`config.mk`:
```
export PLATFORM = sky130hd
export DESIGN_NAME = spim_ctrl
export DESIGN_NICKNAME = d
export VERILOG_FILES = /design/src/rtl/spim_pkg.sv /design/src/rtl/spim_fifo.sv /design/src/rtl/spim_shifter.sv /design/src/rtl/spim_ctrl.sv
export SDC_FILE = /design/constraint.sdc
export NUM_CORES = 1
export LEC_CHECK = 0
export BUFFER_PORTS_ARGS = -buffer_cell sky130_fd_sc_hd__clkbuf_2
export CORE_MARGIN = 2
export CORE_UTILIZATION = 38
export CTS_CLUSTER_DIAMETER = 200
export DETAILED_ROUTE_END_ITERATION = 16
export HOLD_SLACK_MARGIN = 0.03
export REMOVE_ABC_BUFFERS = 1
export SLEW_MARGIN = 20
export SYNTH_ARGS = -nofsm -noshare
export SYNTH_HDL_FRONTEND = slang
export SYNTH_SLANG_ARGS = --single-unit
```
`constraint.sdc`:
```
create_clock -name clk -period 3.55 [get_ports clk]
set_input_delay 0.1775 -clock clk [delete_from_list [all_inputs] [get_ports clk]]
set_output_delay 0.1775 -clock clk [all_outputs]
set_load 0.05 [all_outputs]
```
`src/rtl/spim_pkg.sv`:
```
package spim_pkg;

    localparam int ADDR_W = 7;

    localparam logic [ADDR_W-1:0] A_GIE   = 7'h1C;
    localparam logic [ADDR_W-1:0] A_ISR   = 7'h20;
    localparam logic [ADDR_W-1:0] A_IER   = 7'h28;
    localparam logic [ADDR_W-1:0] A_SRST  = 7'h40;
    localparam logic [ADDR_W-1:0] A_CTRL  = 7'h60;
    localparam logic [ADDR_W-1:0] A_STAT  = 7'h64;
    localparam logic [ADDR_W-1:0] A_TXD   = 7'h68;
    localparam logic [ADDR_W-1:0] A_RXD   = 7'h6C;
    localparam logic [ADDR_W-1:0] A_SSEL  = 7'h70;
    localparam logic [ADDR_W-1:0] A_TXOCC = 7'h74;
    localparam logic [ADDR_W-1:0] A_RXOCC = 7'h78;

    localparam logic [31:0] SRST_KEY = 32'h0000_000A;

    localparam int CTRL_W   = 10;
    localparam int CB_LOOP  = 0;
    localparam int CB_SPE   = 1;
    localparam int CB_MST   = 2;
    localparam int CB_CPOL  = 3;
    localparam int CB_CPHA  = 4;
    localparam int CB_TXRST = 5;
    localparam int CB_RXRST = 6;
    localparam int CB_MAN   = 7;
    localparam int CB_INH   = 8;
    localparam int CB_LSB   = 9;
    localparam logic [CTRL_W-1:0] CTRL_RST = 10'h180;

    localparam int IRQ_W     = 9;
    localparam int IB_TXE    = 2;
    localparam int IB_RXFULL = 4;
    localparam int IB_OVR    = 5;
    localparam int IB_HALF   = 6;
    localparam int IB_RXNE   = 8;
    localparam int GIE_BIT   = 31;

    typedef enum logic [1:0] {
        SH_IDLE,
        SH_LEAD,
        SH_TRAIL,
        SH_FINISH
    } sh_state_t;

endpackage

```
`src/rtl/spim_fifo.sv`:
```
module spim_fifo #(
    parameter int W     = 8,
    parameter int DEPTH = 16,
    localparam int PW   = (DEPTH > 1) ? $clog2(DEPTH) : 1,
    localparam int CW   = $clog2(DEPTH + 1)
) (
    input  logic          clk,
    input  logic          rst_n,
    input  logic          clr,
    input  logic          push,
    input  logic [W-1:0]  din,
    input  logic          pop,
    output logic [W-1:0]  dout,
    output logic [CW-1:0] count,
    output logic          full,
    output logic          empty
);

    logic [W-1:0]  mem [DEPTH];
    logic [PW-1:0] wp_q, rp_q;
    logic [CW-1:0] cnt_q;
    logic          do_push, do_pop;

    localparam logic [PW-1:0] LAST = PW'(DEPTH - 1);

    assign full    = (cnt_q == CW'(DEPTH));
    assign empty   = (cnt_q == '0);
    assign do_push = push && !full;
    assign do_pop  = pop && !empty;
    assign count   = cnt_q;
    assign dout    = mem[rp_q];

    always_ff @(posedge clk) begin
        if (do_push && !clr) begin
            mem[wp_q] <= din;
        end
    end

    always_ff @(posedge clk or negedge rst_n) begin
        if (!rst_n) begin
            wp_q  <= '0;
            rp_q  <= '0;
            cnt_q <= '0;
        end else if (clr) begin
            wp_q  <= '0;
            rp_q  <= '0;
            cnt_q <= '0;
        end else begin
            if (do_push) begin
                wp_q <= (wp_q == LAST) ? '0 : wp_q + PW'(1);
            end
            if (do_pop) begin
                rp_q <= (rp_q == LAST) ? '0 : rp_q + PW'(1);
            end
            cnt_q <= cnt_q + CW'(do_push) - CW'(do_pop);
        end
    end

    // a push into a full queue without a pop leaves it full
    a_r3_full_holds: assert property (@(posedge clk) disable iff (!rst_n)
        (full && push && !pop && !clr) |=> (count == CW'(DEPTH)));

    // a clear leaves the queue empty on the next cycle
    a_r9_clear_empties: assert property (@(posedge clk) disable iff (!rst_n)
        clr |=> (count == '0));

    // a lone pop removes exactly one entry
    a_r7_pop_decrements: assert property (@(posedge clk) disable iff (!rst_n)
        (pop && !empty && !push && !clr) |=> (count == $past(count) - CW'(1)));

endmodule

```
`src/rtl/spim_shifter.sv`:
```
module spim_shifter
    import spim_pkg::*;
#(
    parameter int CLK_DIV = 2,
    localparam int DW     = (CLK_DIV > 1) ? $clog2(CLK_DIV) : 1
) (
    input  logic       clk,
    input  logic       rst_n,
    input  logic       abort,
    input  logic       go_ok,
    input  logic       cpol,
    input  logic       cpha,
    input  logic       lsb_first,
    input  logic       loopback,
    input  logic       tx_empty,
    input  logic [7:0] tx_byte,
    input  logic       miso,
    output logic       tx_pop,
    output logic       rx_push,
    output logic [7:0] rx_byte,
    output logic       sclk,
    output logic       mosi,
    output logic       busy
);

    localparam logic [DW-1:0] RELOAD = DW'(CLK_DIV - 1);

    sh_state_t     state_q, state_d;
    logic [DW-1:0] cnt_q;
    logic [2:0]    bit_q;
    logic [7:0]    tx_sh, rx_sh;
    logic          half_end;
    logic          in_bit;

    assign half_end = (cnt_q == '0);
    assign mosi     = lsb_first ? tx_sh[0] : tx_sh[7];
    assign in_bit   = loopback ? mosi : miso;
    assign rx_byte  = rx_sh;

    // state register
    always_ff @(posedge clk or negedge rst_n) begin
        if (!rst_n) begin
            state_q <= SH_IDLE;
        end else if (abort) begin
            state_q <= SH_IDLE;
        end else begin
            state_q <= state_d;
        end
    end

    // next state
    always_comb begin
        state_d = state_q;
        unique case (state_q)
            SH_IDLE:   if (tx_pop) state_d = SH_LEAD;
            SH_LEAD:   if (half_end) state_d = SH_TRAIL;
            SH_TRAIL:  if (half_end) state_d = (bit_q == 3'd7) ? SH_FINISH : SH_LEAD;
            SH_FINISH: state_d = SH_IDLE;
            default:   state_d = SH_IDLE;
        endcase
    end

    // outputs
    always_comb begin
        tx_pop  = 1'b0;
        rx_push = 1'b0;
        sclk    = cpol;
        busy    = 1'b1;
        unique case (state_q)
            SH_IDLE: begin
                busy   = 1'b0;
                tx_pop = go_ok && !tx_empty && !abort;
            end
            SH_LEAD:   sclk = cpol ^ cpha;
            SH_TRAIL:  sclk = ~(cpol ^ cpha);
            SH_FINISH: rx_push = 1'b1;
            default:   busy = 1'b0;
        endcase
    end

    // datapath: half-period counter, bit index, shift registers
    always_ff @(posedge clk or negedge rst_n) begin
        if (!rst_n) begin
            cnt_q <= '0;
            bit_q <= '0;
            tx_sh <= '0;
            rx_sh <= '0;
        end else if (abort) begin
            cnt_q <= '0;
            bit_q <= '0;
            tx_sh <= '0;
            rx_sh <= '0;
        end else begin
            unique case (state_q)
                SH_IDLE: begin
                    if (tx_pop) begin
                        tx_sh <= tx_byte;
                        cnt_q <= RELOAD;
                        bit_q <= '0;
                    end
                end
                SH_LEAD: begin
                    if (half_end) begin
                        rx_sh <= lsb_first ? {in_bit, rx_sh[7:1]} : {rx_sh[6:0], in_bit};
                        cnt_q <= RELOAD;
                    end else begin
                        cnt_q <= cnt_q - DW'(1);
                    end
                end
                SH_TRAIL: begin
                    if (half_end) begin
                        cnt_q <= RELOAD;
                        bit_q <= bit_q + 3'd1;
                        tx_sh <= lsb_first ? {1'b0, tx_sh[7:1]} : {tx_sh[6:0], 1'b0};
                    end else begin
                        cnt_q <= cnt_q - DW'(1);
                    end
                end
                SH_FINISH: begin
                    cnt_q <= '0;
                end
                default: begin
                    cnt_q <= '0;
                end
            endcase
        end
    end

    // one received byte per frame, never two pushes in a row
    a_r7_single_push: assert property (@(posedge clk) disable iff (!rst_n)
        rx_push |=> !rx_push);

    // a pop always launches a frame
    a_r2_pop_starts_frame: assert property (@(posedge clk) disable iff (!rst_n)
        (tx_pop && !abort) |=> busy);

    // while idle the clock only moves when polarity changes
    a_r4_idle_clock_quiet: assert property (@(posedge clk) disable iff (!rst_n)
        (state_q == SH_IDLE && $past(state_q) == SH_IDLE && $stable(cpol)) |-> $stable(sclk));

endmodule

```
`src/rtl/spim_ctrl.sv`:
```
module spim_ctrl
    import spim_pkg::*;
#(
    parameter int DEPTH   = 16,
    parameter int NSS     = 32,
    parameter int CLK_DIV = 2
) (
    input  logic              clk,
    input  logic              rst_n,
    input  logic              bus_wr,
    input  logic              bus_rd,
    input  logic [ADDR_W-1:0] bus_addr,
    input  logic [31:0]       bus_wdata,
    output logic [31:0]       bus_rdata,
    output logic              spi_sclk,
    output logic              spi_mosi,
    input  logic              spi_miso,
    output logic [NSS-1:0]    spi_ss_n,
    output logic              irq
);

    localparam int CW   = $clog2(DEPTH + 1);
    localparam int OCCW = (DEPTH > 1) ? $clog2(DEPTH) : 1;

    logic [CTRL_W-1:0] ctrl_q;
    logic              gie_q;
    logic [IRQ_W-1:0]  ier_q, isr_q, isr_set, isr_clr;
    logic [NSS-1:0]    ss_q;
    logic              rx_full_q, tx_half_q;

    logic sw_rst, wr_ctrl, tx_clr, rx_clr, tx_push, rx_pop;
    logic [7:0]    tx_dout, rx_dout, sh_rx_byte;
    logic [CW-1:0] tx_count, rx_count;
    logic tx_full, tx_empty, rx_full, rx_empty;
    logic sh_pop, sh_push, sh_busy, tx_half;

    assign sw_rst  = bus_wr && (bus_addr == A_SRST) && (bus_wdata == SRST_KEY);
    assign wr_ctrl = bus_wr && (bus_addr == A_CTRL);
    assign tx_clr  = sw_rst || (wr_ctrl && bus_wdata[CB_TXRST]);
    assign rx_clr  = sw_rst || (wr_ctrl && bus_wdata[CB_RXRST]);
    assign tx_push = bus_wr && (bus_addr == A_TXD);
    assign rx_pop  = bus_rd && (bus_addr == A_RXD);
    assign tx_half = (tx_count <= CW'(DEPTH / 2));

    spim_fifo #(.W(8), .DEPTH(DEPTH)) u_txq (
        .clk(clk), .rst_n(rst_n), .clr(tx_clr),
        .push(tx_push), .din(bus_wdata[7:0]),
        .pop(sh_pop), .dout(tx_dout),
        .count(tx_count), .full(tx_full), .empty(tx_empty)
    );

    spim_fifo #(.W(8), .DEPTH(DEPTH)) u_rxq (
        .clk(clk), .rst_n(rst_n), .clr(rx_clr),
        .push(sh_push), .din(sh_rx_byte),
        .pop(rx_pop), .dout(rx_dout),
        .count(rx_count), .full(rx_full), .empty(rx_empty)
    );

    spim_shifter #(.CLK_DIV(CLK_DIV)) u_shift (
        .clk(clk), .rst_n(rst_n), .abort(sw_rst),
        .go_ok(ctrl_q[CB_SPE] && ctrl_q[CB_MST] && !ctrl_q[CB_INH]),
        .cpol(ctrl_q[CB_CPOL]), .cpha(ctrl_q[CB_CPHA]),
        .lsb_first(ctrl_q[CB_LSB]), .loopback(ctrl_q[CB_LOOP]),
        .tx_empty(tx_empty), .tx_byte(tx_dout), .miso(spi_miso),
        .tx_pop(sh_pop), .rx_push(sh_push), .rx_byte(sh_rx_byte),
        .sclk(spi_sclk), .mosi(spi_mosi), .busy(sh_busy)
    );

    // interrupt events
    always_comb begin
        isr_set            = '0;
        isr_set[IB_TXE]    = sh_push && tx_empty;
        isr_set[IB_RXFULL] = rx_full && !rx_full_q;
        isr_set[IB_OVR]    = sh_push && rx_full;
        isr_set[IB_HALF]   = tx_half && !tx_half_q;
        isr_set[IB_RXNE]   = sh_push && !rx_full;
        isr_clr            = (bus_wr && bus_addr == A_ISR) ? bus_wdata[IRQ_W-1:0] : '0;
    end

    // register file
    always_ff @(posedge clk or negedge rst_n) begin
        if (!rst_n) begin
            ctrl_q    <= CTRL_RST;
            gie_q     <= 1'b0;
            ier_q     <= '0;
            isr_q     <= '0;
            ss_q      <= '1;
            rx_full_q <= 1'b0;
            tx_half_q <= 1'b1;
        end else if (sw_rst) begin
            ctrl_q    <= CTRL_RST;
            gie_q     <= 1'b0;
            ier_q     <= '0;
            isr_q     <= '0;
            ss_q      <= '1;
            rx_full_q <= 1'b0;
            tx_half_q <= 1'b1;
        end else begin
            rx_full_q <= rx_full;
            tx_half_q <= tx_half;
            isr_q     <= (isr_q & ~isr_clr) | isr_set;
            if (wr_ctrl) begin
                ctrl_q           <= bus_wdata[CTRL_W-1:0];
                ctrl_q[CB_TXRST] <= 1'b0;
                ctrl_q[CB_RXRST] <= 1'b0;
            end
            if (bus_wr && bus_addr == A_GIE)  gie_q <= bus_wdata[GIE_BIT];
            if (bus_wr && bus_addr == A_IER)  ier_q <= bus_wdata[IRQ_W-1:0];
            if (bus_wr && bus_addr == A_SSEL) ss_q  <= bus_wdata[NSS-1:0];
        end
    end

    function automatic logic [31:0] occ(input logic [CW-1:0] c);
        logic [CW-1:0] m;
        m = (c == '0) ? '0 : c - CW'(1);
        return 32'(m[OCCW-1:0]);
    endfunction

    // read mux
    always_comb begin
        bus_rdata = '0;
        unique case (bus_addr)
            A_GIE:   bus_rdata[GIE_BIT] = gie_q;
            A_ISR:   bus_rdata[IRQ_W-1:0] = isr_q;
            A_IER:   bus_rdata[IRQ_W-1:0] = ier_q;
            A_CTRL:  bus_rdata[CTRL_W-1:0] = ctrl_q;
            A_STAT:  bus_rdata[5:0] = {1'b1, 1'b0, tx_full, tx_empty, rx_full, rx_empty};
            A_RXD:   bus_rdata[7:0] = rx_empty ? 8'h00 : rx_dout;
            A_SSEL:  bus_rdata[NSS-1:0] = ss_q;
            A_TXOCC: bus_rdata = occ(tx_count);
            A_RXOCC: bus_rdata = occ(rx_count);
            default: bus_rdata = '0;
        endcase
    end

    assign spi_ss_n = (ctrl_q[CB_MAN] || sh_busy) ? ss_q : '1;
    assign irq      = gie_q && |(isr_q & ier_q);

    // the key write returns control, selects and flags to reset values
    a_r11_soft_reset: assert property (@(posedge clk) disable iff (!rst_n)
        sw_rst |=> (ctrl_q == CTRL_RST && ss_q == '1 && isr_q == '0));

    // writing 1 to the receive-not-empty flag clears it unless it is re-set
    a_r12_w1c: assert property (@(posedge clk) disable iff (!rst_n)
        (bus_wr && bus_addr == A_ISR && bus_wdata[IB_RXNE] && !sh_push && !sw_rst)
        |=> !isr_q[IB_RXNE]);

endmodule

```
==> results_dict.tcl, run 1 <==
set metrics [dict create \
    status "complete, no violations" \
    final_core_util_pct 45.4 \
    grt_use_total_pct 19.2 \
    ctsRootBufferMaster "clkbuf_16" \
    hold_path_class "in -> reg" \
    grt_first_pass_wirelength_um 65400 \
    p_leak_nw 7.63 \
    yosys_warnings 0 \
    hpwlAfterDp_um 28600 \
    die_w_um 213 \
    synthFlopType "edfxtp_1" \
    drc 0 \
    cts_buffers 39 \
    clk_latency_ps 550 \
    drive_above_1_share_pct 23.4 \
    clock_power_share_pct 30.5 \
    clk_pin_slew_ps 60 \
    cts_tree "yes" \
    grt_setup_unrepaired "no" \
    max_cap_viol_count 0 \
    fmax_ghz 0.307 \
    drt-total-wl_um 42900 \
    final_max_slew_viol_count 0 \
    cts_sinks 365 \
    cp_cell_sequence "buf_12, mux4_2, mux2i_1, nand2_1, o211ai_1, nand4_1, clkbuf_2" \
    cts_hold_buf 26 \
    combPwrFrac_pct 26.7 \
    dp_cells 1915 \
    grt_max_degree 70 \
    vias 11000 \
    cp_data_required_time_ps 3370 \
    synthArstFlopShare_pct 29.9 \
    seqPwrFrac_pct 42.8 \
    place.port_buffers 110 \
    clock_skew_ps 25.8 \
    antenna_found_initial 0 \
    ios 111 \
    synth-edff-count 256 \
    synth_area_um2 16500 \
    finalCritPeriodShare_pct 91.8 \
    die_y_um 213 \
    cts_resized 0 \
    path_class "reg -> out" \
    post-cts-setup-buffer-count 0 \
    instances_no_fill 2013 \
    drt_iter0_markers 854 \
    vias_per_cell 5.48 \
    power.density_nw_per_um2 683 \
    num_antenna_cells 0 \
    crit_path_end_kind "output port" \
    setup_viol 0 \
    synth.avg_cell_area_um2 13.4 \
    setup.worst_path.start_class "register" \
    die_area_um2 45200 \
    ant_nets 0 \
    cp_max_fo 17 \
    synthCells 1239 \
    areaGrowthSynthToFinish_pct 18.0 \
    relSlewSlack_pct 32.1 \
    vdd_drop_max_mv 0.466 \
    swShare_pct 34.6 \
    fin_crit_ps 3260 \
    gp_congestion 0.843 \
    finalPower_mw 13.3 \
    synth_cell_types 65 \
    net-switching-power_mw 4.60 \
    final_nets 1479 \
    cp.arrival_ps 3080 \
    synth_seq_area_share_pct 63.2 \
    clock_path_buffers 3 \
    initial_core_util_pct 38.5 \
    grt-ovfl-total 0 \
    core-area_um2 43000 \
    crit_buf_inv 2 \
    dr.pass1.iters 5 \
    cp_slowest_cell "dfrtp_2" \
    max_stage_delay_ps 670 \
    fill_cells 3905 \
    worst_pin_slew_ps 1000 \
    routedWlPerCell_um 21.3 \
    synth_seq_cells 365 \
    p_int_mw 8.72 \
    hold_viol 0 \
    cp_top_family "multiplexers" \
    cts_max_level 2 \
    rows 76 \
    first_global_vias 10900 \
]
==> worst register-to-register path: cells and delay by family (launching register included) <==
| kind | cells | cell delay [ps] |
|---|---|---|
| adders and majority gates | 4 | 1100 |
| DFF | 1 | 400 |
| and+or+nand+nor | 7 | 1100 |
| buffers and inverters | 3 | 270 |
| AOI/OAI and AO/OA | 1 | 60 |
==> registers in the layout, indices dropped and copies added (netlist names) <==
| name | count |
|---|---|
| ctrl_q | 8 |
| gie_q | 1 |
| ier_q | 9 |
| isr_q | 9 |
| rx_full_q | 1 |
| ss_q | 32 |
| tx_half_q | 1 |
| u_rxq.count | 5 |
| u_rxq.mem | 128 |
| u_rxq.rp_q | 4 |
| u_rxq.wp_q | 4 |
| u_shift.bit_q | 3 |
| u_shift.cnt_q | 1 |
| u_shift.rx_byte | 8 |
| u_shift.state_q | 2 |
| u_shift.tx_sh | 8 |
| u_txq.count | 5 |
| u_txq.mem | 128 |
| u_txq.rp_q | 4 |
| u_txq.wp_q | 4 |
==> power by group through the flow <==
| stage | clock, mW | combinational, mW | sequential, mW |
|---|---|---|---|
| 2_1_floorplan | 0 | 2.52 | 5.62 |
| 3_3_place_gp | 0 | 3.49 | 5.76 |
| 3_5_place_dp | 0 | 3.53 | 5.79 |
| 4_1_cts | 4.13 | 3.57 | 5.70 |
| 5_1_grt | 4.31 | 3.85 | 5.77 |
| 6_report | 4.06 | 3.56 | 5.70 |
==> layer usage <==
| layer | track usage [%] | part of all wire (%) | vias up |
|---|---|---|---|
| li1 | - | - | 4974 |
| met1 | 27.3 | 44 | 5621 |
| met2 | 30.2 | 46 | 372 |
| met3 | 3.38 | 6.8 | 63 |
| met4 | 5.62 | 2.3 | 0 |
| met5 | 0 | 0 | - |
==> stage by stage <==
step | setup TNS, ps | hold slack, ps | setup slack, ps | instance area (µm²)
2_1_floorplan | -100860 | -118 | -2830 | 16200
3_3_place_gp | 0 | 361 | 529 | 18000
3_5_place_dp | 0 | 359 | 471 | 18000
4_1_cts | 0 | 105 | 252 | 19500
5_1_grt | 0 | 144 | 123 | 19500
6_report | 0 | 124 | 293 | 19500
==> cells in the final DEF, fill, tap and decap left out, drive strengths merged, types with 4 or more instances in the layout <==
master       Yosys  layout
edfxtp         256     256
clkbuf          41     160
nor2           127     127
a21oi           86      86
nand2           81      81
dfrtp           74      74
mux2i           57      57
buf             32      55
mux4            51      51
and3            44      44
o21ai           43      43
inv             38      39
nand2b          37      37
ha              36      36
dfstp           35      35
nand3           32      32
dlygate4sd3      0      26
nor4            19      19
clkinv           0      15
nand4           12      12
o211ai          11      11
mux2             9       9
nor3             8       8
a221oi           8       8
a22o             8       8
xnor2            7       7
a22oi            6       6
xor2             5       5
nor2b            5       5
nand4b           5       5
o31ai            5       5
nand3b           4       4
a222oi           4       4
a211oi           4       4
nor4b            4       4
==> Yosys cell counts (all sizes together), types with 6 or more instances <==
cell	instances	area, µm²
o211ai	11	82.6
buf	32	158
inv	38	143
a22oi	6	45.0
nand4	12	75.1
clkbuf	41	154
mux4	51	1150
nor3	8	40.0
nor2	127	477
o21ai	43	219
xnor2	7	61.3
nand2b	37	231
a221oi	8	70.1
dfrtp	74	1850
and3	44	280
nand2	81	304
ha	36	450
a22o	8	70.1
mux2i	57	571
edfxtp	256	7690
mux2	9	101
nand3	32	160
nor4	19	125
dfstp	35	920
a21oi	86	430
==> final timing paths <==
kind,from,to,slack [ps],cells past startpoint
worst max-delay path,u_rxq.rp_q[0]$_DFFE_PN0P_,bus_rdata[2],290,7
worst min-delay path,bus_wdata[7],ctrl_q[7]$_DFFE_PN1P_,120,4
worst max register to register,u_txq.count[2]$_DFF_PN0_,u_txq.count[4]$_DFF_PN0_,460,15
worst min register to register,ctrl_q[7]$_DFFE_PN1P_,ctrl_q[7]$_DFFE_PN1P_,490,2
max in group asynchronous,rst_n,ss_q[30]$_DFFE_PN1P_,2280,3
min in group asynchronous,rst_n,u_txq.count[1]$_DFF_PN0_,320,2
==> cells by family (layout without fill, tap and decap cells) <==
group,count (synthesis),in the layout,synth area share [%]
compound gates,199,199,7.43
xor+xnor,12,12,0.635
fa+ha+maj,38,38,2.96
buf+inv,111,300,2.74
flops,365,365,63.2
mux,117,117,11.0
simple gates,397,397,12.0
==> cell type report <==
| type | instances | area [µm²] | area share, % |
|---|---|---|---|
| clock buffer | 51 | 1070 | 5.49 |
| clock inverter | 21 | 221 | 1.13 |
| inverter | 38 | 143 | 0.731 |
| multi-input combinational | 763 | 5660 | 29.0 |
| sequential | 365 | 10500 | 53.6 |
| tap | 585 | 732 | 3.75 |
| timing repair buffer | 190 | 1230 | 6.31 |
(Power assumes the default switching activity.)
==> run 2, diff against run 1 <==
ABC_AREA = 1   (was unset)
==> results_dict.tcl, run 2 <==
set metrics [dict create \
    status "complete, no violations" \
    synthFlopType "edfxtp_1" \
    routedWlPerCell_um 18.1 \
    drive_above_1_share_pct 13.6 \
    die_y_um 215 \
    clock_path_buffers 3 \
    fin_crit_ps 3110 \
    antenna_found_initial 1 \
    max_cap_viol_count 0 \
    grt_max_degree 65 \
    final_max_slew_viol_count 0 \
    synth-edff-count 256 \
    final_core_util_pct 44.7 \
    grt-ovfl-total 0 \
    relSlewSlack_pct 39.6 \
    fin_tns_setup_ps 0 \
    cts_resized 0 \
    hold_viol 0 \
    clock_power_share_pct 33.6 \
    path_class "reg -> reg" \
    synth_area_um2 16900 \
    synthCells 1740 \
    grt_setup_unrepaired "no" \
    dr.pass1.iters 5 \
    post-cts-setup-buffer-count 0 \
    vias_per_cell 5.11 \
    synth.avg_cell_area_um2 9.73 \
    final_common_cell "nand2_1" \
    setup_viol 0 \
    yosys_warnings 0 \
    multi_input_area_um2 5560 \
    fmax_ghz 0.322 \
    areaGrowthSynthToFinish_pct 16.5 \
    initial_core_util_pct 38.4 \
    clock_skew_ps 19.5 \
    power.density_nw_per_um2 613 \
    cts_sinks 365 \
    cts_tree "yes" \
    setup.worst_path.start_class "register" \
    reg2reg_from "u_txq.count[1]$_DFF_PN0_" \
    finalPower_mw 12.1 \
    ant_nets 0 \
    swShare_pct 31.8 \
    num_antenna_cells 0 \
    synthArstFlopShare_pct 29.9 \
    reg.largest.list "u_rxq.mem: 128 flops, u_txq.mem: 128 flops, ss_q: 32 flops" \
    vias 12800 \
    seqCellArea_um2 10500 \
    clk_latency_ps 570 \
    rows 77 \
    grt_first_pass_wirelength_um 70700 \
    first_global_vias 12200 \
    net-switching-power_mw 3.84 \
    crit_start "u_txq.count[1]$_DFF_PN0_" \
    placed_area_um2 18200 \
    synth_seq_area_share_pct 61.8 \
    final_cell_mix "nand2_1, edfxtp_1, nor2_1" \
    drt-total-wl_um 45300 \
    yosysTopAreaCellShare_pct 45.4 \
    final_nets 1959 \
    vdd_drop_max_mv 0.577 \
    hpwlAfterDp_um 29900 \
    finalCritPeriodShare_pct 87.6 \
    die_area_um2 46300 \
    ctsRootBufferMaster "clkbuf_16" \
    pre_cts_slack_ps 464 \
    yosys-top-cells-count "nand2_1, edfxtp_1, nor2_1" \
    gp_congestion 0.974 \
    clk_pin_slew_ps 50 \
    cts_max_level 2 \
    hold_path_class "in -> async" \
    p_int_mw 8.25 \
    core-area_um2 44100 \
    synth_area_leader_cell "edfxtp_1" \
    synth_area_leaders "edfxtp_1, dfrtp_1, nand2_1" \
    setup_ws_ps 442 \
    worst_pin_slew_ps 903 \
    fill_cells 4202 \
    cts_buffers 40 \
    cp_data_required_time_ps 3990 \
    combPwrFrac_pct 20.3 \
    p_leak_nw 8.13 \
    ios 111 \
    drc 0 \
    die_w_um 215 \
    yosysMostFrequentCell "nand2_1" \
    grt_use_total_pct 19.6 \
    drt_iter0_markers 1155 \
    crit_path_end_kind "register" \
    cp.arrival_ps 3550 \
    finalInstanceArea_um2 19700 \
    cp_max_fo 4 \
    seqPwrFrac_pct 46.1 \
    synth_seq_cells 365 \
    place.port_buffers 110 \
    synth_cell_types 39 \
]
-- run 2: cell count changes after synthesis, sizes merged, moves of 44 or more --
cell and change:
and3 -44, mux2i -57, nand3 +111, inv +114, nand2 +362, o21ai +89, mux4 -51, nor2 +95
-- run 2: metal layers --
layer / wire [µm] / vias to the layer above / track usage (%)
met2: 20700 / 451 / 30.5
met4: 1090 / 2 / 5.95
li1: - / 6134 / -
met5: 12 / - / 0
met3: 3160 / 86 / 3.35
met1: 20300 / 6110 / 28.1
-- run 2: power by group through the flow --
stage          Combinational, mW  Clock, mW  Sequential, mW
5_1_grt                     2.77       4.31            5.63
3_3_place_gp                2.39          0            5.64
3_5_place_dp                2.42          0            5.66
2_1_floorplan               1.72          0            5.49
6_report                    2.46       4.06            5.57
4_1_cts                     2.47       4.12            5.58
-- run 2: critical path, cell delays in order, from the launching register on --
cell	delay, ps
dfrtp_1	410
inv_1	140
ha_1	250
nand2_1	70
nor2_1	190
inv_1	100
nand4_1	120
inv_1	50
nand3_1	110
inv_1	90
ha_1	270
inv_1	60
ha_1	160
inv_1	60
fa_1	410
o21ai_0	190
a21oi_1	100
xnor2_1	150
nor2_1	60
-- run 2: through the flow --
| stage | instances | hold slack (ps) |
|---|---|---|
| floorplan | 1668 | -118 |
| global placement | 2399 | 149 |
| detailed placement | 2399 | 152 |
| CTS | 2501 | 78.9 |
| global route | 2501 | 124 |
| finish | 2501 | 102 |
-- run 2: cells by family after synthesis --
family	Yosys count	share of synthesized area, %
AND/OR/NAND/NOR	828	20.2
flip-flops	365	61.8
AO/OA/AOI/OAI	261	8.77
buffers and inverters	230	5.37
adder cells (fa/ha/maj)	38	2.90
XOR/XNOR	18	0.931
-- run 2: repair_timing --
item | 4_1_cts | 5_1_grt
endpoints found under the setup margin | 0 | 0
hold buffers | 28 | 0
hold endpoints to repair | 65 | 0
-- run 2: final timing paths --
check,end,slack (ps),cells past startpoint
worst min-delay path,u_rxq.rp_q[3]$_DFFE_PN0P_,100,2
max in group asynchronous,u_txq.rp_q[0]$_DFFE_PN0P_,2530,3
min in group clk,gie_q$_DFFE_PN0P_,100,4
worst min register to register,u_shift.tx_sh[1]$_DFFE_PN0P_,480,2
worst max-delay path,u_txq.count[4]$_DFF_PN0_,440,18
worst max register to register,u_txq.count[4]$_DFF_PN0_,440,18
-- run 2: area by class of cell --
cell class / count / area share (%)
sequential: 365 / 53.1
multi-input combinational: 1145 / 28.2
timing repair buffer: 167 / 5.52
clock buffer: 49 / 5.30
tap: 592 / 3.76
inverter: 158 / 3.02
clock inverter: 25 / 1.14
